<file path="src/rtl/disp_pkg.sv">
package disp_pkg;
  typedef enum logic [1:0] {
    SZ_FOUR    = 2'd0,
    SZ_EIGHT   = 2'd1,
    SZ_SIXTEEN = 2'd2,
    SZ_FULL    = 2'd3
  } size_e;

  function automatic int unsigned digit_count(input size_e sz);
    case (sz)
      SZ_FOUR:  return 4;
      SZ_EIGHT: return 8;
      default:  return 16;
    endcase
  endfunction
endpackage

</file>
<file path="src/rtl/disp_addr.sv">
module disp_addr #(
  parameter int AW = 4
) (
  input  logic          clk,
  input  logic          rst,
  input  logic          set,
  input  logic [AW-1:0] set_val,
  input  logic          set_ai,
  input  logic          step,
  input  logic [AW-1:0] last,
  output logic [AW-1:0] addr_q,
  output logic          ai_q
);
  always_ff @(posedge clk) begin
    if (rst) begin
      addr_q <= '0;
      ai_q   <= 1'b0;
    end else if (set) begin
      addr_q <= set_val & last;
      ai_q   <= set_ai;
    end else if (step && ai_q) begin
      addr_q <= (addr_q >= last) ? '0 : addr_q + 1'b1;
    end
  end
endmodule

</file>
<file path="src/rtl/disp_store.sv">
module disp_store #(
  parameter int DEPTH = 16,
  parameter int W     = 8,
  parameter int AW    = $clog2(DEPTH)
) (
  input  logic          clk,
  input  logic          rst,
  input  logic          wr,
  input  logic          right,
  input  logic [AW-1:0] wr_addr,
  input  logic [W-1:0]  wr_data,
  input  logic [AW-1:0] last,
  input  logic          rd,
  input  logic [AW-1:0] rd_addr,
  input  logic [AW-1:0] scan_addr,
  output logic [W-1:0]  host_q,
  output logic [W-1:0]  scan_data
);
  logic [W-1:0] mem [DEPTH];
  logic [W-1:0] nxt [DEPTH];

  for (genvar i = 0; i < DEPTH; i++) begin : g_loc
    localparam logic [AW-1:0] IDX = AW'(i);
    logic [W-1:0] upper;
    if (i < DEPTH - 1) begin : g_mid
      assign upper = mem[i+1];
    end else begin : g_top
      assign upper = mem[i];
    end
    always_comb begin
      nxt[i] = mem[i];
      if (wr) begin
        if (right) begin
          if (IDX == last)     nxt[i] = wr_data;
          else if (IDX < last) nxt[i] = upper;
        end else if (wr_addr == IDX) begin
          nxt[i] = wr_data;
        end
      end
    end
  end

  always_ff @(posedge clk) begin
    for (int k = 0; k < DEPTH; k++) begin
      if (rst) mem[k] <= '0;
      else     mem[k] <= nxt[k];
    end
  end

  always_ff @(posedge clk) begin
    if (rst)     host_q <= '0;
    else if (rd) host_q <= mem[rd_addr];
  end

  assign scan_data = mem[scan_addr];
endmodule

</file>
<file path="src/rtl/disp_scan.sv">
module disp_scan #(
  parameter int SCAN_DIV  = 64,
  parameter int BLANK_CYC = 4,
  parameter int AW        = 4
) (
  input  logic          clk,
  input  logic          rst,
  input  logic [AW-1:0] last,
  output logic [AW-1:0] digit_q,
  output logic          blank_raw
);
  localparam int CW = $clog2(SCAN_DIV);
  localparam logic [CW-1:0] CNT_END = CW'(SCAN_DIV - 1);
  localparam logic [CW-1:0] CNT_BLK = CW'(BLANK_CYC);

  logic [CW-1:0] cnt_q;

  always_ff @(posedge clk) begin
    if (rst) begin
      cnt_q   <= '0;
      digit_q <= '0;
    end else if (cnt_q == CNT_END) begin
      cnt_q   <= '0;
      digit_q <= (digit_q >= last) ? '0 : digit_q + 1'b1;
    end else begin
      cnt_q <= cnt_q + 1'b1;
    end
  end

  assign blank_raw = (cnt_q < CNT_BLK) || (cnt_q == CNT_END);
endmodule

</file>
<file path="src/rtl/disp_refresh.sv">
module disp_refresh #(
  parameter int DEPTH     = 16,
  parameter int CHAR_W    = 8,
  parameter int SCAN_DIV  = 64,
  parameter int BLANK_CYC = 4
) (
  input  logic                       clk,
  input  logic                       rst,
  input  logic                       wr_en,
  input  logic [CHAR_W-1:0]          wr_data,
  input  logic                       addr_set,
  input  logic [$clog2(DEPTH)-1:0]   addr_val,
  input  logic                       ai_en,
  input  logic                       rd_en,
  output logic [CHAR_W-1:0]          rd_data,
  input  logic                       right_entry,
  input  logic [1:0]                 size_sel,
  input  logic                       blank_a,
  input  logic                       blank_b,
  input  logic                       inhibit_a,
  input  logic                       inhibit_b,
  input  logic [CHAR_W-1:0]          blank_code,
  output logic [$clog2(DEPTH)-1:0]   digit_o,
  output logic [CHAR_W/2-1:0]        port_a,
  output logic [CHAR_W/2-1:0]        port_b,
  output logic                       disp_blank
);
  localparam int AW   = $clog2(DEPTH);
  localparam int HALF = CHAR_W / 2;

  logic [AW-1:0]     last;
  logic [AW-1:0]     addr_q;
  logic              ai_q;
  logic [AW-1:0]     digit_q;
  logic              blank_raw;
  logic [CHAR_W-1:0] scan_data;
  logic              do_wr, do_rd, step;
  int unsigned       n_dig;

  always_comb begin
    n_dig = disp_pkg::digit_count(disp_pkg::size_e'(size_sel));
    if (n_dig > DEPTH) n_dig = DEPTH;
    last = AW'(n_dig - 1);
  end

  assign do_wr = wr_en && !addr_set;
  assign do_rd = rd_en && !addr_set && !wr_en;
  assign step  = (do_wr && !right_entry) || do_rd;

  disp_addr #(.AW(AW)) u_addr (
    .clk(clk), .rst(rst), .set(addr_set), .set_val(addr_val),
    .set_ai(ai_en), .step(step), .last(last),
    .addr_q(addr_q), .ai_q(ai_q)
  );

  disp_store #(.DEPTH(DEPTH), .W(CHAR_W), .AW(AW)) u_store (
    .clk(clk), .rst(rst), .wr(do_wr), .right(right_entry),
    .wr_addr(addr_q), .wr_data(wr_data), .last(last),
    .rd(do_rd), .rd_addr(addr_q), .scan_addr(digit_q),
    .host_q(rd_data), .scan_data(scan_data)
  );

  disp_scan #(.SCAN_DIV(SCAN_DIV), .BLANK_CYC(BLANK_CYC), .AW(AW)) u_scan (
    .clk(clk), .rst(rst), .last(last),
    .digit_q(digit_q), .blank_raw(blank_raw)
  );

  always_ff @(posedge clk) begin
    if (rst) begin
      digit_o    <= '0;
      disp_blank <= 1'b1;
      port_a     <= '0;
      port_b     <= '0;
    end else begin
      digit_o    <= digit_q;
      disp_blank <= blank_raw;
      if (blank_a)         port_a <= blank_code[CHAR_W-1:HALF];
      else if (!inhibit_a) port_a <= scan_data[CHAR_W-1:HALF];
      if (blank_b)         port_b <= blank_code[HALF-1:0];
      else if (!inhibit_b) port_b <= scan_data[HALF-1:0];
    end
  end
endmodule

</file>
<file path="config.mk">
export PLATFORM = sky130hd
export DESIGN_NAME = disp_refresh
export DESIGN_NICKNAME = d
export VERILOG_FILES = /design/src/rtl/disp_pkg.sv /design/src/rtl/disp_addr.sv /design/src/rtl/disp_store.sv /design/src/rtl/disp_scan.sv /design/src/rtl/disp_refresh.sv
export SDC_FILE = /design/constraint.sdc
export NUM_CORES = 1
export LEC_CHECK = 0
export BUFFER_PORTS_ARGS = -buffer_cell sky130_fd_sc_hd__buf_4
export CAP_MARGIN = 20
export CORE_MARGIN = 1.5
export CORE_UTILIZATION = 50
export DETAILED_ROUTE_END_ITERATION = 10
export HOLD_SLACK_MARGIN = 0.03
export PLACE_DENSITY = 0.65
export SYNTH_ARGS = -nofsm -noshare
export SYNTH_HDL_FRONTEND = slang
export SYNTH_HIERARCHICAL = 1
export SYNTH_SLANG_ARGS = --single-unit
</file>
<file path="constraint.sdc">
create_clock -name clk -period 2.55 [get_ports clk]
set_input_delay 0.51 -clock clk [delete_from_list [all_inputs] [get_ports clk]]
set_output_delay 0.51 -clock clk [all_outputs]
set_load 0.05 [all_outputs]
</file>
== After elaboration in Yosys (flattened, before gate mapping) ==
Memories as Yosys holds them, arrays and structs flattened. A register that Yosys moved wholly into a read port is not among the register bits.
Index checks and enable logic that the tools add are counted.

* Register bits after elaboration: 28
* Memory bits (writable): 128
* Input port bits: 33
* Output and inout bits: 21
* Memories kept: 1

{| class="wikitable"
|+ Memory list
! memory !! words !! bits a word !! rd ports !! clocked after Yosys merged registers in !! write ports !! RTL line !! RTL
|-
| u_store.mem || 16 || 8 || 17 || 2 || 16 || disp_store.sv:19 || <nowiki>logic [W-1:0] mem [DEPTH];</nowiki>
|}

* Add/subtract/negate cells: 4
* Magnitude comparators: 19
* Equal/unequal tests: 37
* Muxes and demuxes: 110
* Bitwise logic cells: 17
* Reduce and logical (&&, ||, !) cells: 16

{| class="wikitable"
|+ Operators with widths
! kind !! count
|-
| $mux W8 || 95
|-
| $mux W4 || 11
|-
| $eq A4 B4 Y1 const A || 8
|-
| $eq A4 B4 Y1 const B || 8
|-
| $lt A4 B4 Y1 const A || 7
|-
| $eq A3 B4 Y1 const A || 4
|-
| $eq A4 B3 Y1 const B || 4
|-
| $lt A3 B4 Y1 const A || 4
|-
| $or A1 B1 Y1 || 16
|-
| $pmux W5 S2 || 1
|-
| $add A4 B1 Y4 const B || 2
|-
| $eq A2 B4 Y1 const A || 2
|-
| $eq A4 B2 Y1 const B || 2
|-
| $ge A4 B4 Y1 || 2
|-
| $logic_not A4 Y1 || 2
|-
| $lt A1 B4 Y1 const A || 2
|-
| $lt A2 B4 Y1 const A || 2
|-
| $add A6 B1 Y6 const B || 1
|-
| $eq A6 B6 Y1 const B || 1
|-
| $lt A6 B3 Y1 const B || 1
|-
| $gt A5 B5 Y1 const B || 1
|-
| $logic_and A1 B1 Y1 || 5
|-
| $and A4 B4 Y4 || 1
|-
| $eq A1 B4 Y1 const A || 1
|-
| other kinds (14) || 20
|}

== Logic depth before layout (Yosys ltp) ==
* Word-level depth: 11
* Depth in mapped cells: 8
* Depth with buffers taken out: 7

== Modules after synthesis ==
The synthesis kept the hierarchy.

{| class="wikitable"
|+ Modules (own cells, without submodules)
! module !! instances !! cells each !! area each (µm²)
|-
| disp_store || 1 || 881 || 8,827.2
|-
| disp_refresh || 1 || 54 || 555.5
|-
| disp_scan || 1 || 61 || 554.3
|-
| disp_addr || 1 || 40 || 370.4
|}

== Least setup slack after synthesis ==
OpenSTA, ideal clock, no wires.

* Path type: register to register
* Start point: register, netlist name u_scan/digit_q[1]
* End point: register port_a[0]
* Data arrival time: 2.119 ns
* Required time: 2.427 ns
* Path slack: 0.308 ns
* Stages on the path, launching flop included: 8
* Clock period less this slack: 2.242 ns
* Cells stage by stage: dfxtp_1 -> buf_2 -> buf_1 -> buf_2 -> mux4_2 -> mux4_2 -> mux2i_1 -> a211oi_1

{| class="wikitable"
|+ RTL lines
! what !! RTL line !! RTL
|-
| to (signal assigned) || disp_refresh.sv:77 || <nowiki>if (blank_a) port_a <= blank_code[CHAR_W-1:HALF];</nowiki>
|-
| to (signal assigned) || disp_refresh.sv:78 || <nowiki>else if (!inhibit_a) port_a <= scan_data[CHAR_W-1:HALF];</nowiki>
|-
| to (decl) || disp_refresh.sv:24 || <nowiki>output logic [CHAR_W/2-1:0] port_a,</nowiki>
|}

==> impl_metrics.env <==
export IMPL_ys_async_sr_fraction=0
export IMPL_netSwitchingFraction=0.2991
export IMPL_p_leak_nw=4.134
export IMPL_io_buffers=53
export IMPL_std_cell_rows=52
export IMPL_cts_buffer_depth=2
export IMPL_crit_type="reg -> reg"
export IMPL_ant_nets=0
export IMPL_power_switching_mw=1.961
export IMPL_cap_violations=0
export IMPL_dieArea_mm2=0.02149
export IMPL_max_slew_margin_rel=0.2334
export IMPL_yosysMostFrequentCell="mux2i_1"
export IMPL_drtIter0Drc=915
export IMPL_slew_violations=0
export IMPL_cts_root_buf="clkbuf_16"
export IMPL_place_gp_congestion=0.8816
export IMPL_first_global_vias=8213
export IMPL_post_route_period_util=0.8835
export IMPL_ctsResizeCount=0
export IMPL_pin_count=54
export IMPL_viasPerCell=6.585
export IMPL_ctsHoldBuffers=0
export IMPL_grt_first_pass_wirelength_um=48190
export IMPL_seqPwrFrac=0.431
export IMPL_power_frac_comb=0.172
export IMPL_worstMarginPinSlew_ns=1.146
export IMPL_fin_ws_ns=0.2970
export IMPL_nets=1104
export IMPL_cts_sinks=164
export IMPL_worst_ep_arrival_time_ns=2.55
export IMPL_endpoint_kind="flip-flop"
export IMPL_die_x_um=146.6
export IMPL_hold_path_startpoint="ai_en"
export IMPL_finalWirelength_um=30410
export IMPL_ys_flop_type="dfxtp_1"
export IMPL_r2r_setup_slack_ns=0.30
export IMPL_wl_per_cell_um=22.63
export IMPL_clkSlewWorstSetupHoldPaths_ns=0.07
export IMPL_finalSetupTns_ns=0
export IMPL_numCtsBuffers=17
export IMPL_finalHoldViolCount=0
export IMPL_postCtsSetupRepairBufs=0
export IMPL_track_usage=0.2874
export IMPL_synth_top_area_cell="dfxtp_1"
export IMPL_dr_pass1_iters=6
export IMPL_p_per_area_mw_per_mm2=566.3
export IMPL_status="finished clean"
export IMPL_grt_max_degree=88
export IMPL_fin_skew_ns=0.008928
export IMPL_synth_seq_cells=164
export IMPL_finalCriticalPeriod_ns=2.253
export IMPL_critPathLaunchType="flip-flop"
export IMPL_netlist_area_leader_share=0.3030
export IMPL_drcViolationCount=0
export IMPL_hp_class="in -> reg"
export IMPL_ys_warn_count=6
export IMPL_finalSetupViolations=0
export IMPL_cts_tree="yes"
export IMPL_synthTopCellsByArea="dfxtp_1, mux2i_1, mux4_2, a311oi_1, a21oi_1"
export IMPL_syn_to_final_growth_pct=12.36
export IMPL_vias=8850
export IMPL_ctsHtreeMaxLevel=4
export IMPL_avgSynthCellArea_um2=9.949
export IMPL_clkPwrFrac=0.397
export IMPL_p_int_mw=4.596
export IMPL_core_area_mm2=0.02023
export IMPL_startpoint="u_scan/digit_q[1]"
export IMPL_yosys_cell_types_count=69
export IMPL_hpwl_um=20830
export IMPL_r2r_start="u_scan/digit_q[1]"
export IMPL_final_cell_area_mm2=0.01158
export IMPL_fillers=1734
export IMPL_netlist_instances=1036
export IMPL_post_place_ws_ns=0.2276
export IMPL_clkLatencyLatePin_ns=0.43
export IMPL_netlist_top_cells_count="mux2i_1, dfxtp_1, a21oi_1"
export IMPL_cp_max_fo=18
export IMPL_initial_core_util=0.5094
export IMPL_vdd_drop_max_uv=405.4
export IMPL_multiInputGateArea_mm2=0.006422
export IMPL_overflow=0
export IMPL_placed_cell_area_mm2=0.01098
export IMPL_synth_edff_count=8
export IMPL_antenna_found_initial=1
export IMPL_post_route_cells_drive_above_1_share=0.1985
export IMPL_yosysSeqAreaShare=0.3263
export IMPL_synth_area_mm2=0.01031
export IMPL_rsz0062_at_grt="no"
export IMPL_max_freq_mhz=443.9
export IMPL_die_height_um=146.6
export IMPL_required_ns=2.85
export IMPL_regArea_mm2=0.003369
## state kept, by name, indices dropped and copies added (netlist names)
signal / cells
u_store/mem: 128
u_scan/digit_q: 4
u_store/host_q: 8
digit_o: 4
u_addr/addr_q: 4
port_a: 4
port_b: 4
disp_blank: 1
u_scan/cnt_q: 6
u_addr/ai_q: 1
## power by group through the flow
stage / registers (mW) / logic (mW) / clock network [mW]
after floorplan: 2.88 / 0.774 / 0
after global placement: 2.88 / 1.09 / 0
after detailed placement: 2.88 / 1.10 / 0
after CTS: 2.82 / 1.10 / 2.63
after global routing: 2.84 / 1.21 / 2.74
final: 2.83 / 1.13 / 2.61
## routing by layer
metal  wire length [um]  GRT usage
met5                  0          0
met3               2735    0.05531
met1              13470     0.4145
met4                601    0.08182
met2              13600     0.4361
## per-stage QoR
stage          std cells  hold slack, ns  total power [mW]  utilization
3_5_place_dp        1309          0.4532             3.979       0.5424
2_1_floorplan       1047          0.4332             3.658            -
3_3_place_gp        1309          0.4416             3.964       0.5424
6_report            1344          0.3168             6.558       0.5723
4_1_cts             1341          0.3123             6.560       0.5715
5_1_grt             1344          0.3498             6.793       0.5723
## cells in the final DEF (no fill, tap or decap), types with 4 or more instances in the layout
| cell | instances |
|---|---|
| o21ai_0 | 11 |
| a31oi_1 | 4 |
| a22oi_1 | 32 |
| clkinvlp_4 | 4 |
| mux2i_1 | 179 |
| buf_12 | 5 |
| conb_1 | 12 |
| o31ai_4 | 6 |
| nor2b_1 | 15 |
| a311oi_1 | 70 |
| nand2_1 | 38 |
| mux4_2 | 40 |
| a211oi_1 | 50 |
| nand3b_1 | 5 |
| ha_1 | 11 |
| a21oi_1 | 110 |
| nand3_1 | 55 |
| clkbuf_16 | 18 |
| edfxtp_1 | 8 |
| dfxtp_1 | 153 |
| nand2b_1 | 7 |
| inv_1 | 12 |
| buf_4 | 94 |
| and2_1 | 5 |
| o41ai_2 | 4 |
| nor2_1 | 39 |
## worst paths after layout
kind	to	cells past startpoint
min	u_addr/ai_q	3
max reg2reg	port_a[1]	5
min reg2reg	u_store/host_q[3]	2
max	port_a[1]	5
## logic make-up after synthesis
family	synth area share
compound gates	0.2353
xor+xnor	0.005099
fa+ha+maj	0.01335
buf+inv	0.05608
flops	0.3263
mux	0.2637
other cells	0.0003638
simple gates	0.09990
## layout make-up
type,instances,area share
diodes,1,0.0002161
clock buffers,20,0.04041
clock inverters,12,0.01037
inverters,14,0.004754
multi-input cells,764,0.5546
flip-flops and latches,164,0.2909
well taps,270,0.02917
repair buffers,99,0.06958
## worst max-delay path, stage by stage, from the launching register on
cell and delay (ns):
dfxtp_2 0.69, buf_4 0.29, mux4_2 0.34, mux4_2 0.55
mux2i_1 0.15, a211oi_1 0.08
Power figures use the tool's default switching activity.
